[src/rtl/seg_tally_pkg.sv]
package seg_tally_pkg;

    typedef enum logic [2:0] {
        ST_INIT  = 3'd0,
        ST_OPEN  = 3'd1,
        ST_DIV   = 3'd2,
        ST_SCAN  = 3'd3,
        ST_DRAIN = 3'd4
    } tally_state_t;

    typedef enum logic [1:0] {
        CMD_SEG   = 2'b00,
        CMD_USER  = 2'b01,
        CMD_CLOSE = 2'b10,
        CMD_NOP   = 2'b11
    } cmd_kind_t;

endpackage

[src/rtl/seg_tally_ram.sv]
module seg_tally_ram #(
    parameter int AW = 6,
    parameter int DW = 32
) (
    input  logic          clk,
    input  logic [AW-1:0] raddr,
    output logic [DW-1:0] rdata,
    input  logic          we,
    input  logic [AW-1:0] waddr,
    input  logic [DW-1:0] wdata
);
    localparam int DEPTH = 1 << AW;

    logic [DW-1:0] mem [DEPTH];

    // Read returns the value held before a same-edge write.
    always_ff @(posedge clk) begin
        rdata <= mem[raddr];
        if (we) begin
            mem[waddr] <= wdata;
        end
    end

endmodule

[src/rtl/seg_recip_div.sv]
module seg_recip_div #(
    parameter int HW = 8,
    parameter int QF = 16
) (
    input  logic          clk,
    input  logic          rst_n,
    input  logic          start,
    input  logic [HW-1:0] h,
    output logic          busy,
    output logic          done,
    output logic [QF:0]   quot
);
    localparam int CNTW = $clog2(QF + 1);

    logic [HW-1:0] div_q;
    logic [HW:0]   rem_q;
    logic [QF:0]   q_q;
    logic [CNTW-1:0] cnt_q;

    logic          bit_in;
    logic [HW:0]   rem_sh;
    logic          ge;
    logic [HW:0]   rem_nx;
    logic [QF:0]   q_nx;

    // Dividend is 1 << QF: only the first bit brought down is a one.
    always_comb begin
        bit_in = (cnt_q == '0);
        rem_sh = {rem_q[HW-1:0], bit_in};
        ge     = (rem_sh >= {1'b0, div_q});
        rem_nx = ge ? (rem_sh - {1'b0, div_q}) : rem_sh;
        q_nx   = {q_q[QF-1:0], ge};
    end

    assign done = busy && (cnt_q == CNTW'(QF));
    assign quot = q_nx;

    always_ff @(posedge clk) begin
        if (!rst_n) begin
            busy  <= 1'b0;
            div_q <= '0;
            rem_q <= '0;
            q_q   <= '0;
            cnt_q <= '0;
        end else if (start) begin
            busy  <= 1'b1;
            div_q <= h;
            rem_q <= '0;
            q_q   <= '0;
            cnt_q <= '0;
        end else if (busy) begin
            rem_q <= rem_nx;
            q_q   <= q_nx;
            cnt_q <= cnt_q + 1'b1;
            if (done) begin
                busy <= 1'b0;
            end
        end
    end

    // a started division is running on the next cycle
    p_div_starts_r4: assert property (@(posedge clk) disable iff (!rst_n)
        start |=> busy);

    // the weight is never zero and never above 1.0
    p_weight_range_r3: assert property (@(posedge clk) disable iff (!rst_n)
        done |-> (quot != '0 && quot <= (QF+1)'(1 << QF)));

endmodule

[src/rtl/seg_tally_release.sv]
module seg_tally_release
    import seg_tally_pkg::*;
#(
    parameter int IDW = 6,
    parameter int HW  = 8,
    parameter int KW  = 16,
    parameter int QF  = 16,
    parameter int CW  = 32,
    parameter int DW  = 16
) (
    input  logic           clk,
    input  logic           rst_n,
    input  logic           cmd_valid,
    input  logic [1:0]     cmd_kind,
    input  logic [DW-1:0]  cmd_data,
    output logic           cmd_ready,
    output logic           rel_valid,
    output logic [IDW-1:0] rel_id,
    output logic           window_done
);
    localparam int          DEPTH = 1 << IDW;
    localparam logic [IDW-1:0] LAST_ID = IDW'(DEPTH - 1);
    localparam logic [CW-1:0]  CMAX  = {CW{1'b1}};
    localparam logic [CW-1:0]  ONE   = CW'(1) << QF;

    tally_state_t state_q, state_d;

    logic [IDW-1:0] ptr_q;
    logic [CW-1:0]  weight_q;
    logic [CW-1:0]  kthr_q;

    logic           accept, seg_go, user_go, close_go;
    logic [HW-1:0]  h_in;
    logic           div_busy, div_done;
    logic [QF:0]    div_quot;

    logic [IDW-1:0] raddr;
    logic [CW-1:0]  rd_data;
    logic           we;
    logic [IDW-1:0] waddr;
    logic [CW-1:0]  wdata;

    logic           s1_valid, s1_scan;
    logic [IDW-1:0] s1_addr;
    logic [CW-1:0]  s1_w;

    logic           fw_valid;
    logic [IDW-1:0] fw_addr;
    logic [CW-1:0]  fw_data;

    logic [CW-1:0]  old_val;
    logic [CW:0]    sum;
    logic [CW-1:0]  new_val;
    logic           hit;

    logic           rel_valid_q, done_q;
    logic [IDW-1:0] rel_id_q;

    // command decode
    assign cmd_ready = (state_q == ST_OPEN);
    assign accept    = cmd_valid && cmd_ready;
    assign seg_go    = accept && (cmd_kind == CMD_SEG);
    assign user_go   = accept && (cmd_kind == CMD_USER);
    assign close_go  = accept && (cmd_kind == CMD_CLOSE);
    assign h_in      = (cmd_data[HW-1:0] == '0) ? HW'(1) : cmd_data[HW-1:0];

    seg_recip_div #(.HW(HW), .QF(QF)) div_i (
        .clk   (clk),
        .rst_n (rst_n),
        .start (user_go),
        .h     (h_in),
        .busy  (div_busy),
        .done  (div_done),
        .quot  (div_quot)
    );

    // next-state logic
    always_comb begin
        state_d = state_q;
        unique case (state_q)
            ST_INIT:  if (ptr_q == LAST_ID) state_d = ST_OPEN;
            ST_OPEN: begin
                if (user_go)       state_d = ST_DIV;
                else if (close_go) state_d = ST_SCAN;
            end
            ST_DIV:   if (div_done) state_d = ST_OPEN;
            ST_SCAN:  if (ptr_q == LAST_ID) state_d = ST_DRAIN;
            ST_DRAIN: state_d = ST_OPEN;
            default:  state_d = ST_INIT;
        endcase
    end

    // state register and sequencing registers
    always_ff @(posedge clk) begin
        if (!rst_n) begin
            state_q  <= ST_INIT;
            ptr_q    <= '0;
            weight_q <= ONE;
            kthr_q   <= '0;
        end else begin
            state_q <= state_d;
            if (state_q == ST_INIT || state_q == ST_SCAN) begin
                ptr_q <= ptr_q + 1'b1;
            end else if (close_go) begin
                ptr_q <= '0;
            end
            if (div_done) begin
                weight_q <= CW'(div_quot);
            end
            if (close_go) begin
                kthr_q <= CW'(cmd_data[KW-1:0]) << QF;
            end
        end
    end

    // counter memory and its read-modify-write stage
    assign raddr = (state_q == ST_SCAN) ? ptr_q : cmd_data[IDW-1:0];

    always_comb begin
        old_val = (fw_valid && fw_addr == s1_addr) ? fw_data : rd_data;
        sum     = {1'b0, old_val} + {1'b0, s1_w};
        new_val = sum[CW] ? CMAX : sum[CW-1:0];
        hit     = s1_valid && s1_scan && (old_val >= kthr_q);
        if (state_q == ST_INIT) begin
            we    = 1'b1;
            waddr = ptr_q;
            wdata = '0;
        end else begin
            we    = s1_valid;
            waddr = s1_addr;
            wdata = s1_scan ? '0 : new_val;
        end
    end

    seg_tally_ram #(.AW(IDW), .DW(CW)) ram_i (
        .clk   (clk),
        .raddr (raddr),
        .rdata (rd_data),
        .we    (we),
        .waddr (waddr),
        .wdata (wdata)
    );

    always_ff @(posedge clk) begin
        if (!rst_n) begin
            s1_valid <= 1'b0;
            s1_scan  <= 1'b0;
            s1_addr  <= '0;
            s1_w     <= '0;
            fw_valid <= 1'b0;
            fw_addr  <= '0;
            fw_data  <= '0;
        end else begin
            s1_valid <= seg_go || (state_q == ST_SCAN);
            s1_scan  <= (state_q == ST_SCAN);
            s1_addr  <= raddr;
            s1_w     <= weight_q;
            fw_valid <= s1_valid;
            fw_addr  <= s1_addr;
            fw_data  <= wdata;
        end
    end

    // output register
    always_ff @(posedge clk) begin
        if (!rst_n) begin
            rel_valid_q <= 1'b0;
            rel_id_q    <= '0;
            done_q      <= 1'b0;
        end else begin
            rel_valid_q <= hit;
            rel_id_q    <= s1_addr;
            done_q      <= (state_q == ST_DRAIN);
        end
    end

    assign rel_valid   = rel_valid_q;
    assign rel_id      = rel_id_q;
    assign window_done = done_q;

    // an accumulated counter never drops below its previous value
    p_no_wrap_r6: assert property (@(posedge clk) disable iff (!rst_n)
        (s1_valid && !s1_scan) |-> (wdata >= old_val));

    // releases come only from the walk
    p_rel_in_walk_r10: assert property (@(posedge clk) disable iff (!rst_n)
        rel_valid |-> ($past(state_q) == ST_SCAN || $past(state_q) == ST_DRAIN));

    // the end pulse lasts one cycle
    p_done_pulse_r9: assert property (@(posedge clk) disable iff (!rst_n)
        window_done |=> !window_done);

    // commands are open again when the end pulse appears
    p_open_at_done_r9: assert property (@(posedge clk) disable iff (!rst_n)
        window_done |-> cmd_ready);

endmodule

[config.mk]
export PLATFORM = sky130hd
export DESIGN_NAME = seg_tally_release
export DESIGN_NICKNAME = d
export VERILOG_FILES = /design/src/rtl/seg_tally_pkg.sv /design/src/rtl/seg_tally_ram.sv /design/src/rtl/seg_recip_div.sv /design/src/rtl/seg_tally_release.sv
export SDC_FILE = /design/constraint.sdc
export NUM_CORES = 2
export LEC_CHECK = 0
export BUFFER_PORTS_ARGS = -buffer_cell sky130_fd_sc_hd__clkbuf_2
export CAP_MARGIN = 20
export CELL_PAD_IN_SITES_DETAIL_PLACEMENT = 1
export CELL_PAD_IN_SITES_GLOBAL_PLACEMENT = 2
export CORE_MARGIN = 3
export CORE_UTILIZATION = 40
export CTS_CLUSTER_DIAMETER = 100
export DETAILED_ROUTE_END_ITERATION = 10
export PLACE_DENSITY = 0.66
export SYNTH_ARGS = -nofsm -noshare
export SYNTH_HDL_FRONTEND = slang
export SYNTH_SLANG_ARGS = --single-unit
[constraint.sdc]
create_clock -name clk -period 7.2 [get_ports clk]
set_input_delay 0.36 -clock clk [delete_from_list [all_inputs] [get_ports clk]]
set_output_delay 0.36 -clock clk [all_outputs]
set_load 0.05 [all_outputs]
==> results.sh <==
export IMPL_cts_root_buf="clkbuf_16"
export IMPL_synth_ff_type="edfxtp_1"
export IMPL_routed_top_layer="met5"
export IMPL_routed_wl_um=289300
export IMPL_wl_met2_um=132300
export IMPL_nFillCells=19710
export IMPL_syn_avg_cell_area_um2=18.45
export IMPL_yosysSeqAreaShare_pct=75.30
export IMPL_netlist_instances=4684
export IMPL_pwr_share_clk_pct=34.5
export IMPL_vias=47990
export IMPL_cts_buffers=232
export IMPL_critPathKind="reg2reg"
export IMPL_ys_ff_latch=2226
export IMPL_syn_to_final_growth_pct=15.12
export IMPL_swShare_pct=28.71
export IMPL_die_area_mm2=0.2216
export IMPL_combPwrFrac_pct=17.9
export IMPL_tightest_slew_ns=1.165
export IMPL_die_w_um=470.8
export IMPL_cp_max_fo=37
export IMPL_cts_resized=0
export IMPL_yosys_warnings=0
export IMPL_rsz0062_at_grt="no"
export IMPL_synth_top_area_share_pct=71.17
export IMPL_finalSetupTns_ns=0
export IMPL_io_pins=30
export IMPL_insertion_delay_ns=0.90
export IMPL_wl_met3_um=22450
export IMPL_power_frac_seq_pct=47.6
export IMPL_yosysTopAreaCell="edfxtp_1"
export IMPL_ant_nets=0
export IMPL_layout_setup_ws_ns=1.072
export IMPL_grt_pass1_vias=48110
export IMPL_post_place_ws_ns=1.205
export IMPL_peakVddDrop_v=0.0002336
export IMPL_maxCapViolCount=0
export IMPL_synth_edf_count=2048
export IMPL_grtUsageTotal_pct=25.93
export IMPL_grt_max_degree=95
export IMPL_end_kind="flop"
export IMPL_status="completed"
export IMPL_via_per_inst=6.042
export IMPL_fmax_mhz=163.2
export IMPL_min_path_type="in2reg"
export IMPL_dp_cells=7473
export IMPL_start_util_pct=40.50
export IMPL_p_leak_nw=32.41
export IMPL_drc=0
export IMPL_antenna_found_initial=14
export IMPL_port_buffers=29
export IMPL_synth_cell_types=61
export IMPL_grt_ovfl_total=0
export IMPL_cts_tree="built"
export IMPL_start_kind="flop"
export IMPL_arrival_ns=6.73
export IMPL_die_h_um=470.8
export IMPL_async_reset_ff_share_pct=0
export IMPL_internal_power_mw=24.65
export IMPL_rows=169
export IMPL_syn_area_mm2=0.08641
export IMPL_path_clk_slew_ns=0.06
export IMPL_setup_viol=0
export IMPL_wl_per_cell_um=36.42
export IMPL_synth_fp_nets=4751
export IMPL_powerDensity_mw_per_mm2=347.6
export IMPL_routabilityCongestion=0.9196
export IMPL_drv_slew=0
export IMPL_wl_met1_um=123500
export IMPL_p_switching_mw=9.927
export IMPL_core_area_mm2=0.2134
export IMPL_dpl_hpwl_um=163000
export IMPL_synth_area_leaders="edfxtp_1 (71%), mux4_2 (12%), dfxtp_1 (4.1%), nand2_1 (2.3%), mux2i_1 (2.1%)"
export IMPL_period_share_pct=85.12
export IMPL_cts_sinks=2226
export IMPL_layout_min_cycle_time_ns=6.128
export IMPL_drt_initial_drc_count=6317
export IMPL_drive_above_1_share_pct=22.68
export IMPL_final_hold_violation_count=0
export IMPL_timing_slew_headroom_pct=22.33
export IMPL_cts_max_path_buffers=3
export IMPL_nets=4977
export IMPL_fin_skew_ns=0.09168
export IMPL_h_tree_depth=4
export IMPL_critPathRequiredTime_ns=7.80
export IMPL_first_pass_iters=5
export IMPL_grt_pass1_wl_um=399200
export IMPL_stdcell_count=7943
## per-layer routing
metal	vias up	global-route usage, %
met1	26220	37.48
met2	2134	39.65
met3	459	4.541
li1	19170	-
met4	4	9.387
met5	-	0
## synthesized netlist by cell type (all sizes together) (5+ instances only)
cell,n
a41oi,64
and2,33
xor2,14
nand2,530
o22ai,62
nor3,12
o21ai,20
mux2,33
nor4,6
a211oi,11
clkbuf,143
o21a,11
ha,44
dfxtp,178
a31oi,75
buf,100
nand2b,8
nand3,148
mux4,448
a21oi,82
nand4,16
nor2,259
a21o,9
nor2b,10
inv,46
mux2i,184
nand3b,11
or3,7
o31ai,5
xnor2,20
edfxtp,2048
## cells in the final DEF, fill, tap and decap left out, types with 62 or more instances in the layout
master / Yosys / routed
a21oi_1: 82 / 68
a31oi_1: 74 / 74
a41oi_1: 64 / 64
buf_4: 1 / 166
clkbuf_16: 0 / 232
dfxtp_1: 178 / 177
edfxtp_1: 2048 / 2048
mux2i_1: 184 / 181
mux4_2: 448 / 448
nand2_1: 530 / 525
nand3_1: 148 / 147
nor2_1: 258 / 178
nor2_4: 0 / 80
o22ai_1: 62 / 62
## path summary, 6_finish.rpt
kind	slack (ns)	depth (start not counted)	endpoint	startpoint
max	1.07	15	ram_i.mem[40][31]$_DFFE_PP_	s1_addr[2]$_SDFF_PN0_
min	0.28	4	kthr_q[24]$_SDFFE_PN0P_	cmd_data[8]
max reg2reg	1.07	15	ram_i.mem[40][31]$_DFFE_PP_	s1_addr[2]$_SDFF_PN0_
min reg2reg	0.46	2	weight_q[2]$_SDFFE_PN0P_	weight_q[2]$_SDFFE_PN0P_
## power groups by stage
stage	Clock (mW)	Sequential [mW]	Combinational (mW)
5_1_grt	12.7	16.5	6.59
4_1_cts	12.1	16.5	6.17
2_1_floorplan	0	16.7	3.35
3_5_place_dp	0	16.7	6.15
6_report	11.9	16.5	6.19
3_3_place_gp	0	16.7	5.99
## sequential cells by signal (all words and copies together), names as in the netlist
signal,cells
state_q,3
div_i.rem_q,8
window_done,1
fw_data,32
div_i.q_q,16
s1_addr,6
s1_scan,1
div_i.busy,1
div_i.div_q,8
kthr_q,16
s1_valid,1
fw_valid,1
div_i.cnt_q,5
ram_i.mem,2048
rel_valid,1
ram_i.rdata,32
rel_id,6
weight_q,17
s1_w,17
ptr_q,6
## layout make-up
class	instances	area, µm²	share of cell area (%)
repair buffers	235	2007	2.018
clock buffers	298	6223	6.257
multi-input cells	2169	21090	21.20
well taps	2821	3530	3.549
inverters	46	172.7	0.1736
diodes	8	20.02	0.02013
flip-flops and latches	2226	65060	65.41
clock inverters	140	1364	1.371
## cell families after synthesis
group,share of synthesized area [%]
AND/OR/NAND/NOR,5.254
buffers and inverters,1.370
multiplexers,14.24
AO/OA/AOI/OAI,2.811
XOR/XNOR,0.3446
adder cells (fa/ha/maj),0.6835
flip-flops,75.30
## timing repair
| item | 4_1_cts | 5_1_grt |
|---|---|---|
| setup endpoints to repair | 0 | 0 |
| setup buffers | 0 | 0 |
| hold endpoints to repair | 31 | 0 |
| hold buffers | 20 | 0 |
## through the flow
step / hold WS [ns] / area (µm²) / utilization, % / total power, mW
after global routing: 0.2492 / 99450 / 46.61 / 35.73
after global placement: 0.4432 / 91500 / 42.88 / 22.69
after detailed placement: 0.4430 / 91580 / 42.93 / 22.88
final: 0.2764 / 99470 / 46.62 / 34.58
after floorplan: 0.4204 / 86410 / - / 20.04
after CTS: 0.1983 / 99370 / 46.58 / 34.75
## critical path: stages, from the launching register on
cell	delay (ns)
dfxtp_1	0.41
xor2_1	0.12
or3_4	0.47
nor2_8	0.28
buf_4	0.36
mux2_2	0.39
ha_1	0.34
a21oi_1	0.27
o21ai_0	0.18
a221oi_1	0.43
a21boi_0	0.19
o311a_1	0.55
and4_1	0.27
nand2_1	0.14
nand3_2	0.82
buf_4	0.57
Note: power is estimated with default switching activity, not from simulation.
